**config.mk**
```make
export PLATFORM = sky130hd
export DESIGN_NAME = shadow_sram_ctl
export DESIGN_NICKNAME = d
export VERILOG_FILES = /design/src/rtl/nvs_pkg.sv /design/src/rtl/nvs_array.sv /design/src/rtl/nvs_seq.sv /design/src/rtl/shadow_sram_ctl.sv
export SDC_FILE = /design/constraint.sdc
export NUM_CORES = 1
export LEC_CHECK = 0
export BUFFER_PORTS_ARGS = -buffer_cell sky130_fd_sc_hd__buf_2
export CAP_MARGIN = 25
export CORE_MARGIN = 2
export CORE_UTILIZATION = 50
export CTS_CLUSTER_SIZE = 25
export DETAILED_ROUTE_END_ITERATION = 7
export HOLD_SLACK_MARGIN = 0.05
export PLACE_DENSITY_LB_ADDON = 0.2
export SLEW_MARGIN = 5
export SYNTH_ARGS = -nofsm -noshare
export SYNTH_HDL_FRONTEND = slang
export SYNTH_SLANG_ARGS = --single-unit
```
**constraint.sdc**
```tcl
create_clock -name clk -period 6.94 [get_ports clk]
set_clock_uncertainty 0.2 [all_clocks]
set_input_delay 1.041 -clock clk [delete_from_list [all_inputs] [get_ports clk]]
set_output_delay 1.041 -clock clk [all_outputs]
set_load 0.005 [all_outputs]
```
**src/rtl/nvs_pkg.sv**
```systemverilog
`timescale 1ns/1ps
// Shared types of the shadowed SRAM controller.
// Assumes: nothing beyond IEEE 1800-2017.
package nvs_pkg;

    // Sequencer phase: idle, recall zeroing, recall copy, store copy.
    typedef enum logic [1:0] {
        PH_IDLE  = 2'd0,
        PH_CLEAR = 2'd1,
        PH_COPY  = 2'd2,
        PH_STORE = 2'd3
    } nvs_phase_e;

endpackage

```
**src/rtl/nvs_array.sv**
```systemverilog
`timescale 1ns/1ps
// Word array with one synchronous write port and one combinational read port.
// Used for both the volatile RAM and the shadow copy.
// Assumes: writes and reads never need the same-cycle bypass, and a reset clears every word.
module nvs_array #(
    parameter int AW = 4,
    parameter int DW = 8
) (
    input  logic          clk,
    input  logic          rst_n,
    input  logic          wr_en,
    input  logic [AW-1:0] wr_addr,
    input  logic [DW-1:0] wr_data,
    input  logic [AW-1:0] rd_addr,
    output logic [DW-1:0] rd_data
);
    localparam int DEPTH = 1 << AW;

    logic [DW-1:0] cells [DEPTH];

    // Clear every word on reset, otherwise apply the single write.
    always_ff @(posedge clk) begin
        if (!rst_n) begin
            for (int i = 0; i < DEPTH; i++) begin
                cells[i] <= '0;
            end
        end else if (wr_en) begin
            cells[wr_addr] <= wr_data;
        end
    end

    // Asynchronous read of the addressed word.
    assign rd_data = cells[rd_addr];

endmodule

```
**src/rtl/nvs_seq.sv**
```systemverilog
`timescale 1ns/1ps
// Recall/store sequencer. It holds the latched recall request, the phase and the
// address index, and the corruption flag.
// Assumes: the supply inputs are already synchronous to clk; one address per cycle.
module nvs_seq
    import nvs_pkg::*;
#(
    parameter int AW = 4
) (
    input  logic          clk,
    input  logic          rst_n,
    input  logic          sup_low,
    input  logic          sup_ok,
    input  logic          store_req,
    input  logic          ce,
    input  logic          we,
    output nvs_phase_e    phase,
    output logic [AW-1:0] idx,
    output logic          pend_q,
    output logic          busy,
    output logic          corrupt
);
    localparam logic [AW-1:0] LAST_IDX = '1;

    logic at_last;
    logic start_recall;
    logic start_store;

    // Decode of the end-of-sweep address.
    assign at_last      = (idx == LAST_IDX);
    // A latched request starts once the supply is good and no dip is present.
    assign start_recall = (phase == PH_IDLE) && pend_q && sup_ok && !sup_low;
    // A store needs a good supply, no dip and no waiting recall.
    assign start_store  = (phase == PH_IDLE) && !pend_q && sup_ok && !sup_low && store_req;
    // Any non-idle phase is reported as busy.
    assign busy         = (phase != PH_IDLE);

    // Request latch: a dip sets it, a recall start consumes it.
    always_ff @(posedge clk) begin
        if (!rst_n) begin
            pend_q <= 1'b1;
        end else if (sup_low) begin
            pend_q <= 1'b1;
        end else if (start_recall) begin
            pend_q <= 1'b0;
        end
    end

    // Phase, index and corruption flag update.
    always_ff @(posedge clk) begin
        if (!rst_n) begin
            phase   <= PH_IDLE;
            idx     <= '0;
            corrupt <= 1'b0;
        end else begin
            case (phase)
                PH_IDLE: begin
                    idx <= '0;
                    if (start_recall) begin
                        phase   <= PH_CLEAR;
                        corrupt <= 1'b0;
                    end else if (start_store) begin
                        phase <= PH_STORE;
                    end
                end
                PH_CLEAR: begin
                    if (sup_low) begin
                        phase <= PH_IDLE;
                        idx   <= '0;
                    end else if (at_last) begin
                        phase <= PH_COPY;
                        idx   <= '0;
                    end else begin
                        idx <= idx + 1'b1;
                    end
                end
                PH_COPY: begin
                    if (sup_low) begin
                        phase <= PH_IDLE;
                        idx   <= '0;
                    end else if (at_last) begin
                        phase   <= PH_IDLE;
                        idx     <= '0;
                        corrupt <= ce && we;
                    end else begin
                        idx <= idx + 1'b1;
                    end
                end
                default: begin
                    if (at_last) begin
                        phase <= PH_IDLE;
                        idx   <= '0;
                    end else begin
                        idx <= idx + 1'b1;
                    end
                end
            endcase
        end
    end

endmodule

```
**src/rtl/shadow_sram_ctl.sv**
```systemverilog
`timescale 1ns/1ps
// Static RAM with a nonvolatile shadow array. A supply dip or reset latches a
// recall (zero the RAM, then copy the shadow into it). A store copies the RAM into the shadow.
// Assumes: synchronous supply-status inputs; host accesses are only serviced in idle.
module shadow_sram_ctl
    import nvs_pkg::*;
#(
    parameter int ADDR_W = 4,
    parameter int DATA_W = 8
) (
    input  logic              clk,
    input  logic              rst_n,
    input  logic              mem_ce,
    input  logic              mem_we,
    input  logic [ADDR_W-1:0] mem_addr,
    input  logic [DATA_W-1:0] mem_wdata,
    output logic [DATA_W-1:0] mem_rdata,
    input  logic              vdd_below_reset,
    input  logic              vdd_above_switch,
    input  logic              store_req,
    output logic              busy,
    output logic              data_corrupt
);
    nvs_phase_e        phase;
    logic [ADDR_W-1:0] idx;
    logic              pend_q;
    logic              idle;
    logic              recall_wr;
    logic              ram_we;
    logic [ADDR_W-1:0] ram_wa;
    logic [DATA_W-1:0] ram_wd;
    logic [ADDR_W-1:0] ram_ra;
    logic [DATA_W-1:0] ram_rd;
    logic              shd_we;
    logic [DATA_W-1:0] shd_rd;

    nvs_seq #(.AW(ADDR_W)) i_seq (
        .clk       (clk),
        .rst_n     (rst_n),
        .sup_low   (vdd_below_reset),
        .sup_ok    (vdd_above_switch),
        .store_req (store_req),
        .ce        (mem_ce),
        .we        (mem_we),
        .phase     (phase),
        .idx       (idx),
        .pend_q    (pend_q),
        .busy      (busy),
        .corrupt   (data_corrupt)
    );

    // Idle decode and recall write enable (an aborting dip suppresses the write).
    assign idle      = (phase == PH_IDLE);
    assign recall_wr = ((phase == PH_CLEAR) || (phase == PH_COPY)) && !vdd_below_reset;

    // RAM port steering: the host in idle, the sequencer otherwise.
    always_comb begin
        ram_we = recall_wr || (idle && mem_ce && mem_we);
        ram_wa = idle ? mem_addr : idx;
        ram_ra = idle ? mem_addr : idx;
        case (phase)
            PH_CLEAR: ram_wd = '0;
            PH_COPY:  ram_wd = shd_rd;
            default:  ram_wd = mem_wdata;
        endcase
    end

    // The shadow is written only during a store sweep.
    assign shd_we = (phase == PH_STORE);

    nvs_array #(.AW(ADDR_W), .DW(DATA_W)) i_ram (
        .clk     (clk),
        .rst_n   (rst_n),
        .wr_en   (ram_we),
        .wr_addr (ram_wa),
        .wr_data (ram_wd),
        .rd_addr (ram_ra),
        .rd_data (ram_rd)
    );

    nvs_array #(.AW(ADDR_W), .DW(DATA_W)) i_shadow (
        .clk     (clk),
        .rst_n   (rst_n),
        .wr_en   (shd_we),
        .wr_addr (idx),
        .wr_data (ram_rd),
        .rd_addr (idx),
        .rd_data (shd_rd)
    );

    // Registered host read, updated only by an idle read cycle.
    always_ff @(posedge clk) begin
        if (!rst_n) begin
            mem_rdata <= '0;
        end else if (idle && mem_ce && !mem_we) begin
            mem_rdata <= ram_rd;
        end
    end

endmodule

```
== Word-level counts from Yosys, hierarchy flattened ==
Memory sizes are Yosys's and may differ from the RTL's. A register that Yosys moved wholly into a read port is not among the register bits.
Index checks and enable logic that the tools add are counted.

* Add/sub/neg operators: 1
* Equal/unequal tests: 9
* Multiplexer cells: 30
* Bitwise gates (word level): 1
* Reductions and logical operators: 26

{| class="wikitable"
|+ Operator list
! kind !! count
|-
| $mux 4 || 6
|-
| $mux 8 || 2
|-
| $pmux 8 s2 || 1
|-
| $reduce_or 8->1 || 2
|-
| $logic_and 1x1->1 || 12
|-
| $mux 1 || 12
|-
| $mux 2 || 6
|-
| $pmux 4 s2 || 1
|-
| $pmux 2 s3 || 1
|-
| $add 4x1->4 const B || 1
|-
| $eq 2x2->1 const B || 2
|-
| $eq 4x4->1 const B || 1
|-
| $ne 2x1->1 const B || 2
|-
| $reduce_and 4->1 || 1
|-
| $reduce_bool 2->1 || 2
|-
| $reduce_or 2->1 || 2
|-
| $logic_not 1->1 || 3
|-
| $ne 3x1->1 const B || 1
|-
| $ne 3x2->1 const B || 1
|-
| $eq 2x1->1 const B || 1
|-
| $logic_not 2->1 || 1
|-
| $logic_or 1x1->1 || 2
|-
| $ne 2x2->1 const B || 1
|-
| $pmux 1 s2 || 1
|-
| 2 further kinds || 2
|}

* Bits in registers: 16
* RAM bits: 256
* Input bits: 19
* Output and inout bits: 10
* Logic and storage cells: 74
* Memories kept: 2

{| class="wikitable"
|+ Memory list
! memory !! words !! width !! rd ports !! clocked after memory_dff !! wr ports !! line !! RTL
|-
| i_ram.cells || 16 || 8 || 1 || 0 || 16 || nvs_array.sv:19 || <nowiki>logic [DW-1:0] cells [DEPTH];</nowiki>
|-
| i_shadow.cells || 16 || 8 || 1 || 1 || 16 || nvs_array.sv:19 ||
|}

== Depth between registers and ports, before layout ==
* Depth after elaboration: 9
* Depth in mapped cells: 12
* Depth with buffers taken out: 7

== Cells and area by module ==
From an unflattened synthesis, not the netlist that was laid out.

* Cells, all modules: 875
* Area total of the unflattened synthesis: 12,893.6 um2

{| class="wikitable"
|+ By module, submodules not included
! module !! times used !! cells each !! area an instance (um2) !! seq. area each (um2)
|-
| nvs_array (i_ram) || 1 || 375 || 5,948.2 || 3,843.7
|-
| nvs_array (i_shadow) || 1 || 375 || 5,933.2 || 3,843.7
|-
| shadow_sram_ctl || 1 || 74 || 553.0 || 160.2
|-
| nvs_seq || 1 || 51 || 459.2 || 160.2
|}

== Least setup slack after synthesis ==
OpenSTA, ideal clock, no wires.

* Path kind: input to register
* From: input mem_addr[1]
* To: memory i_shadow.cells[11][2] (data pin)
* Setup time: 265 ps
* Arrival: 2,520 ps
* Required time: 6,475 ps
* Setup slack: 3,956 ps
* Stages: 8
* Buffers on the path: 3
* Path through: buf_4 -> buf_2 -> and4b_1 -> a41oi_1 -> a41oi_1 -> nor4_4 -> buf_4 -> nor2_1

{| class="wikitable"
|+ RTL lines
! what !! line !! RTL
|-
| start: declaration || shadow_sram_ctl.sv:15 || <nowiki>input logic [ADDR_W-1:0] mem_addr,</nowiki>
|-
| end: declaration || nvs_array.sv:19 ||
|}

==> metrics list <==
* Normalized max-slew margin: a little over two fifths
- In this design, the stage delay of the slowest critical-path cell is slightly above 0.7 ns.
- Counting distinct cell types in the post-synthesis netlist gives 46.
- The path class of the tightest hold or removal check is reg -> reg.
* Detailed-routing iteration count for the pre-antenna-repair pass: 5
* Largest fanout on the critical path: between 40 and 50
* Routed vias: 9985
- Sorting the synthesized cells by area gives the leading types as sky130_fd_sc_hd__edfxtp_1, sky130_fd_sc_hd__nor2_1, sky130_fd_sc_hd__mux4_2, sky130_fd_sc_hd__a41oi_1, sky130_fd_sc_hd__nand2_1.
- In this run the deepest clock path goes through 3 buffers.
- Overall die width: approximately 170 um
- Total nets after synthesis: about 1200
- At the end of the flow, the number of nets in the layout was between 1000 and 1500.
- Buffers & Inverters on Critical Path: 4
- The analysis attributes to cell leakage a power of 0.00507 uW.
* Cell seen most often among critical-path stages: sky130_fd_sc_hd__buf_4
* Worst-path clk slew: 0.06 ns
- After the flow finishes, the layout carries non-filler instances totaling 1582.
* Run status: finished clean
- Worst Setup Slack post-DPL: 2.53 ns
- Resized cells post-CTS: 0
* Cell count after synthesis: about 1200
- Setup violations remaining at the end of the flow were counted as 0.
* Yosys top cell by area: sky130_fd_sc_hd__edfxtp_1
- Wires add up to between 30 and 40 mm.
- For this run, the total global-route usage over all layers was measured as around 27%.
- CTS built an H-tree with a depth of 1.
- Initial Utilization: between 50% and 60%
- The first global-routing pass estimated around 59 mm of wire.
* Area share of the largest cell type after synthesis: between 50% and 60%
- After synthesis the netlist holds a flip-flop and latch count of approximately 270.
* Crit-path cells: inv_1 > ha_4 > buf_4 > nor2b_4 > buf_4 > a32oi_1 > a41oi_1 > nor4_4 > buf_4 > nor2_1
* Kind of start point of the critical path: flip-flop
- For the pin with the worst max-slew slack, the measured transition is 0.860 ns.
* Primary FF master, synth: sky130_fd_sc_hd__edfxtp_1
- Counting flops with an async set or reset pin after synthesis yields a share of 0%.
- After synthesis, flip-flops and latches occupy a little under three fifths of the total area.
- Critical path's slowest cell: sky130_fd_sc_hd__nor2b_4
* Initial detailed-routing violation count: ~1100
- Final hold viol count: 0
- Dividing the final minimum period by the clock period gives between 50% and 60%.
- Buffers inserted to repair hold after CTS numbered 0.
- The repair_antennas step left the layout with diodes totalling 0.
* Routability congestion estimate from global placement: 0.862
- Vias in the first global route: ~9500
* Summed negative setup slack over all endpoints: 0 ns
- CTS tree: done
* Clock buffers created by TritonCTS: 30
* Data required time of the critical path: between 7 and 8 ns
- Number of buffers inserted to repair setup after CTS: 0
* Die area: a little under 0.03 mm^2
* Final Max Slew Viols: 0
* Clock power share: 32.6%
* Proportion of layout cells with a drive suffix above 1: roughly an eighth
- Global routing finished with a remaining overflow of 0.
* Count of input and output buffers: 28
- The synthesized netlist occupies a cell area of around 0.014 mm^2.
- Yosys mapped a number of flops with a built-in enable equal to ~260.
- Setup repair after global routing missed its margin: no
* Highest-count cells in the layout ignoring fill and taps: sky130_fd_sc_hd__nor2_1, sky130_fd_sc_hd__edfxtp_1, sky130_fd_sc_hd__nand2_1
- The analysis attributes to net switching a power of ~1700 uW.
- Most common library cell in the layout ignoring fill and taps: sky130_fd_sc_hd__nor2_1
- The Yosys step of the flow raised 0 warnings.
* Proportion of power drawn by combinational gates: between 20% and 30%
- 29 I/O pins were placed.
- In this run the core area contains about 60 standard-cell rows.
* Average cell area after synthesis: about 12 um^2
- Net switching is between 30% and 40% of the power.
- Data on the critical path arrives at its endpoint at approximately 4.3 ns.
- Cell total after placement: about 1500
* Design area: 0.0153 mm^2
- Final Power: 4950 uW
* Clock tree sinks: between 200 and 300
- Start-to-end type of the worst setup path: reg -> reg
* ANT nets after route: 0
- Via-per-instance ratio: ~6.3
* Maximum resistive drop on vdd: roughly 340 uV
- Grouping stages by cell kind, the critical path spends the most delay in buffers and inverters.
- The tree is rooted in a sky130_fd_sc_hd__clkbuf_16.
- After detailed routing, the number of remaining DRC violations is 0.
- Relative to the synthesized area, the layout overhead comes to 9.26%.
* Power density cells: around 320 mW/mm^2
- For the worst-skew pair, the clock arrives at the later sink with an insertion delay of 0.57 ns.
- STA classifies the critical path endpoint as a flip-flop.
- Of the total power, registers draw around two fifths.
* Post-DP Area: 0.0143 mm^2
* Pin count of the biggest net entering global routing: slightly below 70
- Fmax: roughly 240 MHz
- In this run the vertical extent of the chip is 171 um.
* Detailed placer's ending HPWL: 24.3 mm
- Dividing the detail-routed wire length by the instance count gives between 20 and 25 um.
* Final worst setup slack: between 2 and 3 ns
- Floorplan core area: between 0.02 and 0.03 mm^2
- The tool flagged a number of max-cap violations equal to 0.
* Internal portion of total power: about 3200 uW
- The clock period could shrink to roughly 4.1 ns.
- Antenna violations before repair: 1
==> metal layers <==
layer  track usage (%)  up-vias  wire [um]
met5                 0        -         13
met4              7.30        2        946
met3              3.77       66       3220
met2              42.0      486      17900
met1              39.4     4909      16500
li1                  -     4522          -
==> path summary, 6_finish.rpt <==
kind	start	to	slack [ns]	depth (start not counted)
worst max-delay path	i_seq.phase[0]$_SDFFE_PN0P_	i_shadow.cells[15][4]$_SDFFCE_PN0P_	2.82	10
worst min-delay path	i_seq.pend_q$_SDFFE_PP1P_	i_seq.pend_q$_SDFFE_PP1P_	0.33	1
worst max register to register	i_seq.phase[0]$_SDFFE_PN0P_	i_shadow.cells[15][4]$_SDFFCE_PN0P_	2.82	10
worst min register to register	i_seq.pend_q$_SDFFE_PP1P_	i_seq.pend_q$_SDFFE_PP1P_	0.33	1
==> flip-flops by register name, indices dropped and copies added (netlist names) <==
register	count
i_ram.cells	128
i_seq.corrupt	1
i_seq.idx	4
i_seq.pend_q	1
i_seq.phase	2
i_shadow.cells	128
mem_rdata	8
==> per-stage QoR <==
step                      utilization [%]  hold WS [ns]
final                                55.3         0.326
after global routing                 55.3         0.354
after CTS                            55.2         0.323
after detailed placement             51.6         0.305
after global placement               51.4         0.302
after floorplan                         -         0.277
==> cells by family after synthesis <==
kind of cell,count (synthesis),share of synthesized area (%)
AO/OA/AOI/OAI,214,12.2
XOR/XNOR,2,0.125
adder cells (fa/ha/maj),10,0.892
buffers and inverters,146,5.28
flip-flops,272,57.1
multiplexers,48,6.28
AND/OR/NAND/NOR,504,18.1
==> power by group through the flow <==
stage | sequential (uW) | combinational (uW) | clock (uW)
6_report | 1980 | 1360 | 1610
5_1_grt | 1990 | 1440 | 1690
4_1_cts | 1980 | 1320 | 1630
3_5_place_dp | 2010 | 1310 | 0
3_3_place_gp | 2010 | 1280 | 0
2_1_floorplan | 1950 | 957 | 0
==> synth_stat cells (all sizes together) (4+ instances only) <==
cell and n:
nor2 275, edfxtp 256, nand2 101, a41oi 65
buf 57, clkbuf 48, inv 40, a32oi 33
a31oi 32, and2 32, and4b 32, mux4 32
nor4b 32, o32a 32, a21oi 20, dfxtp 16
mux2i 16, o21ai 13, ha 10, o22ai 9
nor4 8, nand3 5, nand2b 4, nand3b 4
nor2b 4
==> layout make-up <==
cell class	count	area [um^2]
fill	2316	12400
sequential	272	8020
multi-input combinational	778	5300
clock buffer	33	762
tap	378	473
timing repair buffer	57	384
clock inverter	23	239
inverter	41	154
(Power assumes the default switching activity.)
